**config.mk**
```make
export PLATFORM = sky130hd
export DESIGN_NAME = trilevel_pull_rx
export DESIGN_NICKNAME = d
export VERILOG_FILES = /design/src/rtl/tlr_pkg.sv /design/src/rtl/tlr_symbol.sv /design/src/rtl/tlr_frame.sv /design/src/rtl/tlr_pull_regs.sv /design/src/rtl/trilevel_pull_rx.sv
export SDC_FILE = /design/constraint.sdc
export NUM_CORES = 1
export LEC_CHECK = 0
export ABC_CLOCK_PERIOD_IN_PS = 7100
export CAP_MARGIN = 20
export CELL_PAD_IN_SITES_DETAIL_PLACEMENT = 0
export CELL_PAD_IN_SITES_GLOBAL_PLACEMENT = 1
export CORE_ASPECT_RATIO = 0.9
export CORE_MARGIN = 8
export CORE_UTILIZATION = 41
export CTS_BUF_LIST = sky130_fd_sc_hd__clkbuf_16
export DETAILED_ROUTE_END_ITERATION = 10
export DONT_BUFFER_PORTS = 1
export PLACE_DENSITY_LB_ADDON = 0.1
export SLEW_MARGIN = 0
export SYNTH_ARGS = -nofsm -noshare
export SYNTH_HDL_FRONTEND = slang
export SYNTH_SLANG_ARGS = --single-unit
```
**constraint.sdc**
```tcl
create_clock -name clk -period 7.1 [get_ports clk]
set_input_delay 1.775 -clock clk [delete_from_list [all_inputs] [get_ports clk]]
set_output_delay 1.775 -clock clk [all_outputs]
set_load 0.01 [all_outputs]
```
**src/rtl/tlr_pkg.sv**
```systemverilog
package tlr_pkg;

    localparam int unsigned FRAME_BITS = 40;
    localparam int unsigned HDR_BITS   = 16;
    localparam int unsigned SEL_BITS   = 8;
    localparam int unsigned DATA_BITS  = 16;
    localparam int unsigned LOW_BITS   = 7;
    localparam int unsigned PULL_BITS  = DATA_BITS + LOW_BITS;

    localparam logic [7:0] HDR_PREFIX = 8'hFA;
    localparam logic [3:0] HDR_SUFFIX = 4'hA;

    localparam logic [SEL_BITS-1:0] SEL_UPPER = 8'h06;
    localparam logic [SEL_BITS-1:0] SEL_LOWER = 8'h07;

    typedef enum logic [1:0] {
        LVL_MID,
        LVL_HIGH,
        LVL_LOW,
        LVL_BOTH
    } level_t;

    typedef enum logic [1:0] {
        SYM_MID,
        SYM_HIGH,
        SYM_LOW,
        SYM_BAD
    } sym_state_t;

    typedef enum logic [1:0] {
        FRM_IDLE,
        FRM_COLLECT,
        FRM_EMIT
    } frm_state_t;

    typedef enum logic {
        REG_IDLE,
        REG_STAGED
    } reg_state_t;

endpackage

```
**src/rtl/tlr_symbol.sv**
```systemverilog
module tlr_symbol #(
    parameter int unsigned MIN_PULSE_CYC    = 50,
    parameter int unsigned MIN_MID_CYC      = 50,
    parameter int unsigned IDLE_TIMEOUT_CYC = 400
) (
    input  logic clk,
    input  logic rst_n,
    input  logic line_hi,
    input  logic line_lo,
    output logic bit_vld,
    output logic bit_val,
    output logic sym_err,
    output logic idle_rst
);
    import tlr_pkg::*;

    localparam int unsigned TOP_A   = (MIN_PULSE_CYC > MIN_MID_CYC) ? MIN_PULSE_CYC : MIN_MID_CYC;
    localparam int unsigned CNT_TOP = (TOP_A > IDLE_TIMEOUT_CYC) ? TOP_A : IDLE_TIMEOUT_CYC;
    localparam int unsigned CNT_W   = $clog2(CNT_TOP + 1);
    localparam logic [CNT_W-1:0] P_MIN    = CNT_W'(MIN_PULSE_CYC);
    localparam logic [CNT_W-1:0] M_MIN    = CNT_W'(MIN_MID_CYC);
    localparam logic [CNT_W-1:0] IDLE_TOP = CNT_W'(IDLE_TIMEOUT_CYC);
    localparam logic [CNT_W-1:0] CNT_ALL  = CNT_W'(CNT_TOP);
    localparam logic [CNT_W-1:0] ONE      = CNT_W'(1);

    level_t           lvl;
    level_t           want_lvl;
    sym_state_t       state_q, state_d;
    logic [CNT_W-1:0] cnt_q, cnt_d;
    logic             ev_bit, ev_val, ev_err, ev_idle;

    always_comb begin
        if (line_hi && line_lo) lvl = LVL_BOTH;
        else if (line_hi)       lvl = LVL_HIGH;
        else if (line_lo)       lvl = LVL_LOW;
        else                    lvl = LVL_MID;
    end

    always_comb begin
        state_d  = state_q;
        cnt_d    = cnt_q;
        ev_bit   = 1'b0;
        ev_val   = 1'b0;
        ev_err   = 1'b0;
        ev_idle  = 1'b0;
        want_lvl = (state_q == SYM_HIGH) ? LVL_HIGH : LVL_LOW;
        unique case (state_q)
            SYM_MID: begin
                unique case (lvl)
                    LVL_MID: begin
                        if (cnt_q < IDLE_TOP) begin
                            cnt_d = cnt_q + ONE;
                            if (cnt_q == IDLE_TOP - ONE) ev_idle = 1'b1;
                        end
                    end
                    LVL_HIGH: begin
                        state_d = SYM_HIGH;
                        cnt_d   = ONE;
                        ev_err  = (cnt_q < M_MIN);
                    end
                    LVL_LOW: begin
                        state_d = SYM_LOW;
                        cnt_d   = ONE;
                        ev_err  = (cnt_q < M_MIN);
                    end
                    LVL_BOTH: begin
                        state_d = SYM_BAD;
                        ev_err  = 1'b1;
                    end
                endcase
            end
            SYM_HIGH, SYM_LOW: begin
                if (lvl == want_lvl) begin
                    if (cnt_q != CNT_ALL) cnt_d = cnt_q + ONE;
                end else if (lvl == LVL_MID) begin
                    state_d = SYM_MID;
                    cnt_d   = ONE;
                    if (cnt_q >= P_MIN) begin
                        ev_bit = 1'b1;
                        ev_val = (state_q == SYM_HIGH);
                    end else begin
                        ev_err = 1'b1;
                    end
                end else begin
                    state_d = SYM_BAD;
                    ev_err  = 1'b1;
                end
            end
            SYM_BAD: begin
                if (lvl == LVL_MID) begin
                    state_d = SYM_MID;
                    cnt_d   = ONE;
                end
            end
        endcase
    end

    // state register
    always_ff @(posedge clk or negedge rst_n) begin
        if (!rst_n) begin
            state_q <= SYM_MID;
            cnt_q   <= IDLE_TOP;
        end else begin
            state_q <= state_d;
            cnt_q   <= cnt_d;
        end
    end

    // outputs
    always_ff @(posedge clk or negedge rst_n) begin
        if (!rst_n) begin
            bit_vld  <= 1'b0;
            bit_val  <= 1'b0;
            sym_err  <= 1'b0;
            idle_rst <= 1'b0;
        end else begin
            bit_vld  <= ev_bit;
            bit_val  <= ev_val;
            sym_err  <= ev_err;
            idle_rst <= ev_idle;
        end
    end

    AST_BIT_AFTER_MID: assert property (@(posedge clk) disable iff (!rst_n)
        bit_vld |-> $past(!line_hi && !line_lo));
    AST_BIT_SPACED: assert property (@(posedge clk) disable iff (!rst_n)
        bit_vld |=> !bit_vld);
    AST_IDLE_AT_MID: assert property (@(posedge clk) disable iff (!rst_n)
        idle_rst |-> $past(!line_hi && !line_lo));

endmodule

```
**src/rtl/tlr_frame.sv**
```systemverilog
module tlr_frame (
    input  logic                            clk,
    input  logic                            rst_n,
    input  logic                            bit_vld,
    input  logic                            bit_val,
    input  logic                            abort,
    output logic                            frm_vld,
    output logic [tlr_pkg::FRAME_BITS-1:0]  frm_word
);
    import tlr_pkg::*;

    localparam int unsigned FCNT_W = $clog2(FRAME_BITS);
    localparam logic [FCNT_W-1:0] LAST = FCNT_W'(FRAME_BITS - 1);

    frm_state_t            state_q, state_d;
    logic [FCNT_W-1:0]     cnt_q, cnt_d;
    logic [FRAME_BITS-1:0] shreg_q;

    always_comb begin
        state_d = state_q;
        cnt_d   = cnt_q;
        if (abort) begin
            state_d = FRM_IDLE;
            cnt_d   = '0;
        end else begin
            unique case (state_q)
                FRM_IDLE, FRM_COLLECT, FRM_EMIT: begin
                    if (bit_vld) begin
                        if (cnt_q == LAST) begin
                            state_d = FRM_EMIT;
                            cnt_d   = '0;
                        end else begin
                            state_d = FRM_COLLECT;
                            cnt_d   = cnt_q + FCNT_W'(1);
                        end
                    end else if (state_q == FRM_EMIT) begin
                        state_d = FRM_IDLE;
                    end
                end
            endcase
        end
    end

    // state register
    always_ff @(posedge clk or negedge rst_n) begin
        if (!rst_n) begin
            state_q <= FRM_IDLE;
            cnt_q   <= '0;
        end else begin
            state_q <= state_d;
            cnt_q   <= cnt_d;
        end
    end

    always_ff @(posedge clk or negedge rst_n) begin
        if (!rst_n)                 shreg_q <= '0;
        else if (bit_vld && !abort) shreg_q <= {shreg_q[FRAME_BITS-2:0], bit_val};
    end

    // outputs
    always_comb begin
        frm_vld  = (state_q == FRM_EMIT);
        frm_word = shreg_q;
    end

    AST_FRAME_AFTER_BIT: assert property (@(posedge clk) disable iff (!rst_n)
        frm_vld |-> $past(bit_vld));
    AST_FRAME_SINGLE: assert property (@(posedge clk) disable iff (!rst_n)
        frm_vld |=> !frm_vld);
    AST_ABORT_NO_FRAME: assert property (@(posedge clk) disable iff (!rst_n)
        abort |=> !frm_vld);

endmodule

```
**src/rtl/tlr_pull_regs.sv**
```systemverilog
module tlr_pull_regs (
    input  logic                           clk,
    input  logic                           rst_n,
    input  logic                           frm_vld,
    input  logic [tlr_pkg::FRAME_BITS-1:0] frm_word,
    input  logic                           cfg_mode2,
    input  logic [3:0]                     cfg_dev_addr,
    output logic [tlr_pkg::PULL_BITS-1:0]  pull_value,
    output logic                           pull_update
);
    import tlr_pkg::*;

    logic [HDR_BITS-1:0]  hdr_w;
    logic [SEL_BITS-1:0]  sel_w;
    logic [DATA_BITS-1:0] data_w;
    logic                 hdr_ok;

    reg_state_t           state_q, state_d;
    logic [LOW_BITS-1:0]  low_q, low_d;
    logic                 commit;
    logic [PULL_BITS-1:0] commit_val;
    logic [PULL_BITS-1:0] pull_q;
    logic                 upd_q;

    always_comb begin
        hdr_w  = frm_word[FRAME_BITS-1 -: HDR_BITS];
        sel_w  = frm_word[DATA_BITS +: SEL_BITS];
        data_w = frm_word[DATA_BITS-1:0];
        hdr_ok = (hdr_w == {HDR_PREFIX, cfg_dev_addr, HDR_SUFFIX});
    end

    always_comb begin
        state_d    = state_q;
        low_d      = low_q;
        commit     = 1'b0;
        commit_val = pull_q;
        if (frm_vld && hdr_ok) begin
            if (sel_w == SEL_UPPER) begin
                commit = 1'b1;
                unique case (state_q)
                    REG_IDLE:   commit_val = {data_w, {LOW_BITS{1'b0}}};
                    REG_STAGED: commit_val = {data_w, (cfg_mode2 ? low_q : {LOW_BITS{1'b0}})};
                endcase
                state_d = REG_IDLE;
                low_d   = '0;
            end else if (sel_w == SEL_LOWER && cfg_mode2
                         && data_w[DATA_BITS-1:LOW_BITS] == '0) begin
                state_d = REG_STAGED;
                low_d   = data_w[LOW_BITS-1:0];
            end
        end
    end

    // state register
    always_ff @(posedge clk or negedge rst_n) begin
        if (!rst_n) begin
            state_q <= REG_IDLE;
            low_q   <= '0;
        end else begin
            state_q <= state_d;
            low_q   <= low_d;
        end
    end

    // outputs
    always_ff @(posedge clk or negedge rst_n) begin
        if (!rst_n) begin
            pull_q <= '0;
            upd_q  <= 1'b0;
        end else begin
            if (commit) pull_q <= commit_val;
            upd_q <= commit && (commit_val != pull_q);
        end
    end

    assign pull_value  = pull_q;
    assign pull_update = upd_q;

    AST_STROBE_MEANS_CHANGE: assert property (@(posedge clk) disable iff (!rst_n)
        pull_update |-> (pull_value != $past(pull_value)));
    AST_HOLD_WITHOUT_STROBE: assert property (@(posedge clk) disable iff (!rst_n)
        !pull_update |-> $stable(pull_value));
    AST_MODE1_LOW_ZERO: assert property (@(posedge clk) disable iff (!rst_n)
        (pull_update && !$past(cfg_mode2)) |-> (pull_value[LOW_BITS-1:0] == '0));
    AST_LOW_PART_NO_UPDATE: assert property (@(posedge clk) disable iff (!rst_n)
        (frm_vld && hdr_ok && sel_w == SEL_LOWER) |=> !pull_update);
    AST_BAD_HEADER_NO_UPDATE: assert property (@(posedge clk) disable iff (!rst_n)
        (frm_vld && !hdr_ok) |=> !pull_update);

endmodule

```
**src/rtl/trilevel_pull_rx.sv**
```systemverilog
module trilevel_pull_rx #(
    parameter int unsigned MIN_PULSE_CYC    = 50,
    parameter int unsigned MIN_MID_CYC      = 50,
    parameter int unsigned IDLE_TIMEOUT_CYC = 400
) (
    input  logic        clk,
    input  logic        rst_n,
    input  logic        line_hi,
    input  logic        line_lo,
    input  logic        cfg_mode2,
    input  logic [3:0]  cfg_dev_addr,
    output logic [22:0] pull_value,
    output logic        pull_update
);
    import tlr_pkg::*;

    logic                  bit_vld, bit_val, sym_err, idle_rst;
    logic                  frm_vld;
    logic [FRAME_BITS-1:0] frm_word;
    logic                  abort;

    assign abort = sym_err | idle_rst;

    tlr_symbol #(
        .MIN_PULSE_CYC    (MIN_PULSE_CYC),
        .MIN_MID_CYC      (MIN_MID_CYC),
        .IDLE_TIMEOUT_CYC (IDLE_TIMEOUT_CYC)
    ) i_symbol (
        .clk      (clk),
        .rst_n    (rst_n),
        .line_hi  (line_hi),
        .line_lo  (line_lo),
        .bit_vld  (bit_vld),
        .bit_val  (bit_val),
        .sym_err  (sym_err),
        .idle_rst (idle_rst)
    );

    tlr_frame i_frame (
        .clk      (clk),
        .rst_n    (rst_n),
        .bit_vld  (bit_vld),
        .bit_val  (bit_val),
        .abort    (abort),
        .frm_vld  (frm_vld),
        .frm_word (frm_word)
    );

    tlr_pull_regs i_regs (
        .clk          (clk),
        .rst_n        (rst_n),
        .frm_vld      (frm_vld),
        .frm_word     (frm_word),
        .cfg_mode2    (cfg_mode2),
        .cfg_dev_addr (cfg_dev_addr),
        .pull_value   (pull_value),
        .pull_update  (pull_update)
    );

endmodule

```
==> run_results.csv <==
group,metric,value,unit
worst_setup_path,timing.critical_path.buf_inv,0,
worst_setup_path,critical_path_peak_fanout,15,
worst_setup_path,criticalPathCategory,"primary input to flop",
synth,synth.yosys.warnings,0,
route,first_iter_violations,244,
route,drt_pass1_iterations,6,
final_layout,ff_latch_area,2381,um^2
final_layout,layout.nets,410,
final_layout,layout.cells.most_common_list,"92 x sky130_fd_sc_hd__dfrtp_1, 56 x sky130_fd_sc_hd__mux2_1, 27 x sky130_fd_sc_hd__nand2_1",
synth,yosys.area_share.xor_xnor,0.04564,
route,final_ant_viol_nets,0,
synth,ys_seq_area_frac,0.5170,
global_routing,maximum_number_of_pins_on_one_net_before_global_route_repair,96,
worst_setup_path,worstSetupEndpointType,"flop",
pwr,finalPower,1.295,mW
clock_network,clk-insertion-delay-late,0.34,ns
final_layout,area_growth_syn_to_layout,9.128,%
floorplanning,chipWidth,127.7,um
synth,netlist-cell-type-count,55,
placement,portBuffers,0,
route,num_vias,2952,
floorplanning,die_h,116.6,um
synth,yosys-top-cells-area,"sky130_fd_sc_hd__dfrtp_1 50%, sky130_fd_sc_hd__mux2_1 14%, sky130_fd_sc_hd__ha_1 3.0%",
floorplanning,floorplan.rows,36,
outcome,status,"finished clean",
worst_setup_path,worst_path_dominant_cell_family,"compound AO/OA/AOI/OAI gates",
final_layout,antenna_cells_inserted,0,
worst_setup_path,worst_setup_start_kind,"primary input",
global_routing,global_route.overflow_total,0,
synth,synth_top_cell_area_share,0.4999,
clock_network,clk_root_buffer_cell,"sky130_fd_sc_hd__clkbuf_16",
worst_setup_path,critPathArrivalTime,3.86,ns
floorplanning,area_of_the_die,14890,um^2
synth,synth-simple-area-share,0.1212,
worst_setup_path,crit_path_top_delay_cell,"sky130_fd_sc_hd__o21ai_1",
final_layout,layout_commonest_cell,"sky130_fd_sc_hd__dfrtp_1",
sta,finalWorstPathRequiredPeriod,3.599,ns
global_routing,aggregate_global_route_resource_usage,0.1315,
worst_setup_path,crit_path_max_incr_delay,0.82,ns
synth,synth_instances,392,
synth,mappedNetlistNets,412,
global_routing,grt_antenna_before_repair,0,
worst_setup_path,crit_chain,"ha_1 -> nor4b_1 -> o21ai_1 -> o21ai_1 -> a31oi_1 -> a31oi_1",
floorplanning,floorplan.initialDensity,0.4225,
route,totalWireLength,8982,um
synth,synth_top_flop_cell,"sky130_fd_sc_hd__dfrtp_1",
clock_network,cts-root-to-sink-buffers,2,
synth,main_combinational_cell_family_by_area_after_synthesis,"multiplexers",
route,route.detailed.drc,0,
synth,synth_top_area_cell,"sky130_fd_sc_hd__dfrtp_1",
synth,edff_count_synth,0,
synth,share_of_synthesized_area_spent_on_multiplexers,0.1576,
sta,achievable-frequency,277.9,MHz
job,drv.max_cap_violation_count,0,
route,detail_route.vias_per_cell,5.397,
synth,yosys_register_bits,95,
final_layout,fraction_of_final_layout_cells_with_drive_strength_greater_than_1,0.07089,
clock_network,cts_num_sinks,95,
clock_network,cts_made_buffers,9,
pwr,pwr_density_cell,257.6,nW/um^2
synth,ys_async_sr_fraction,1.000,
sta,final_min_period_over_clock_period,0.5069,
synth,syn_area,4606,um^2
min_path,min-delay-path-class,"flop to flop",
final_layout,multiInputGateArea,2097,um^2
sta,timing.setup.tns,0,ns
floorplanning,pin_count,33,
placement,gp_routability_congestion,0.7576,
sta,slew_headroom,0.3411,
global_routing,first_pass_grt_wire_length,15470,um
worst_setup_path,critPathRequiredTime,7.36,ns
clock_network,cts_repair_resize_count,0,
clock_network,htreeDepth,3,
pwr,peakVddDrop,0.09082,mV
sta,timing_hold_violations_final,0,
sta,finClkSkew,0.007394,ns
clock_network,ctsHoldBuffers,0,
sta,setup_viol,0,
sta,tightest_slew,0.9818,ns
clock_network,postCtsSetupBuffers,0,
synth,synth_adder_area_share,0.02988,
placement,place.detailed.hpwl,6205,um
pwr,cellLeakagePower,2.373,nW
sta,slew_viol_final,0,
global_routing,via_count_of_the_first_global_routing_pass,2916,
synth,synth.avg_cell_area,11.75,um^2
synth,synth-compound-area-share,0.1011,
floorplanning,core_area,10900,um^2
sta,unrepaired_setup_endpoints_after_global_routing,"no",
clock_network,clock_tree_from_tritoncts,"yes",
final_layout,fill_cells,1008,
route,routed_wire_per_std_cell,16.42,um
clock_network,cts_clock_pin_slew_for_the_worst_setup_and_hold_paths,0.07,ns
[registers in the layout (all words and copies together) (netlist names), 2 cells and up]
| register | cells |
|---|---|
| i_symbol.cnt_q | 9 |
| i_frame.cnt_q | 6 |
| i_regs.low_q | 7 |
| i_regs.pull_value | 23 |
| i_frame.frm_word | 40 |
| i_symbol.state_q | 2 |
| i_frame.state_q | 2 |
[power by group]
part           switching [mW]  internal (mW)  leakage (nW)
clock network           0.211          0.274         0.149
logic                   0.132         0.0786         0.955
registers              0.0308          0.568          1.27
[stage by stage]
stage	cells	cell area (um^2)	util	worst slack, ns	hold WS, ns
after floorplan	392	4606	-	3.606	0.4392
after global routing	547	5026	0.4611	3.215	0.5196
final	547	5026	0.4611	3.501	0.4742
after CTS	547	5026	0.4611	3.522	0.4737
after global placement	531	4728	0.4338	3.226	0.4455
after detailed placement	531	4728	0.4338	3.146	0.4575
[logic make-up after synthesis]
| family | Yosys count |
|---|---|
| adder cells (fa/ha/maj) | 11 |
| multiplexers | 65 |
| AND/OR/NAND/NOR | 99 |
| flip-flops | 95 |
| XOR/XNOR | 24 |
| AO/OA/AOI/OAI | 69 |
| buffers and inverters | 29 |
[layer usage]
| layer | vias up | routed length [um] | global-route usage |
|---|---|---|---|
| li1 | 1438 | - | - |
| met1 | 1454 | 4372 | 0.1767 |
| met2 | 49 | 4068 | 0.1975 |
| met3 | 11 | 421 | 0.03697 |
| met4 | 0 | 120 | 0.04984 |
| met5 | - | 0 | 0 |
[Yosys cell counts, drive strengths merged (2+ instances only)]
cell and n:
dfrtp 92, or4b 2, and2 4, nor2 12, a41oi 3, o31ai 5, nand4b 3, clkbuf 10
nor3b 3, or4 2, buf 3, ha 11, and3 5, xor2 11, xnor2 13, a31oi 16
o22ai 2, o21ai 21, o211ai 2, mux2i 8, nor4bb 2, nor4b 2, mux2 57, o311ai 2
nand3 11, dfstp 3, nand2b 3, a21oi 9, inv 16, nor3 6, nand4 7, nor4 5
nand2 27
[cell type report]
cell class | instances | share of cell area
clock inverters | 7 | 0.01444
well taps | 152 | 0.03784
inverters | 16 | 0.01195
multi-input cells | 268 | 0.4172
clock buffers | 9 | 0.04481
flip-flops and latches | 95 | 0.4737
[final timing paths]
check	end	from	depth (start not counted)	slack [ns]
min reg2reg	i_frame.frm_word[0]$_DFFE_PN0P_	i_symbol.bit_val$_DFF_PN0_	1	0.47
max	i_symbol.cnt_q[2]$_DFFE_PN0P_	line_hi	6	3.50
max reg2reg	i_regs.pull_value[10]$_DFFE_PN0P_	i_frame.state_q[0]$_DFFE_PN0P_	4	4.48
min	i_frame.frm_word[0]$_DFFE_PN0P_	i_symbol.bit_val$_DFF_PN0_	1	0.47
min in group asynchronous	i_regs.pull_value[16]$_DFFE_PN0P_	rst_n	0	1.12
max in group asynchronous	i_symbol.cnt_q[8]$_DFFE_PN1P_	rst_n	0	5.77
Note: power is estimated with default switching activity, not from simulation.
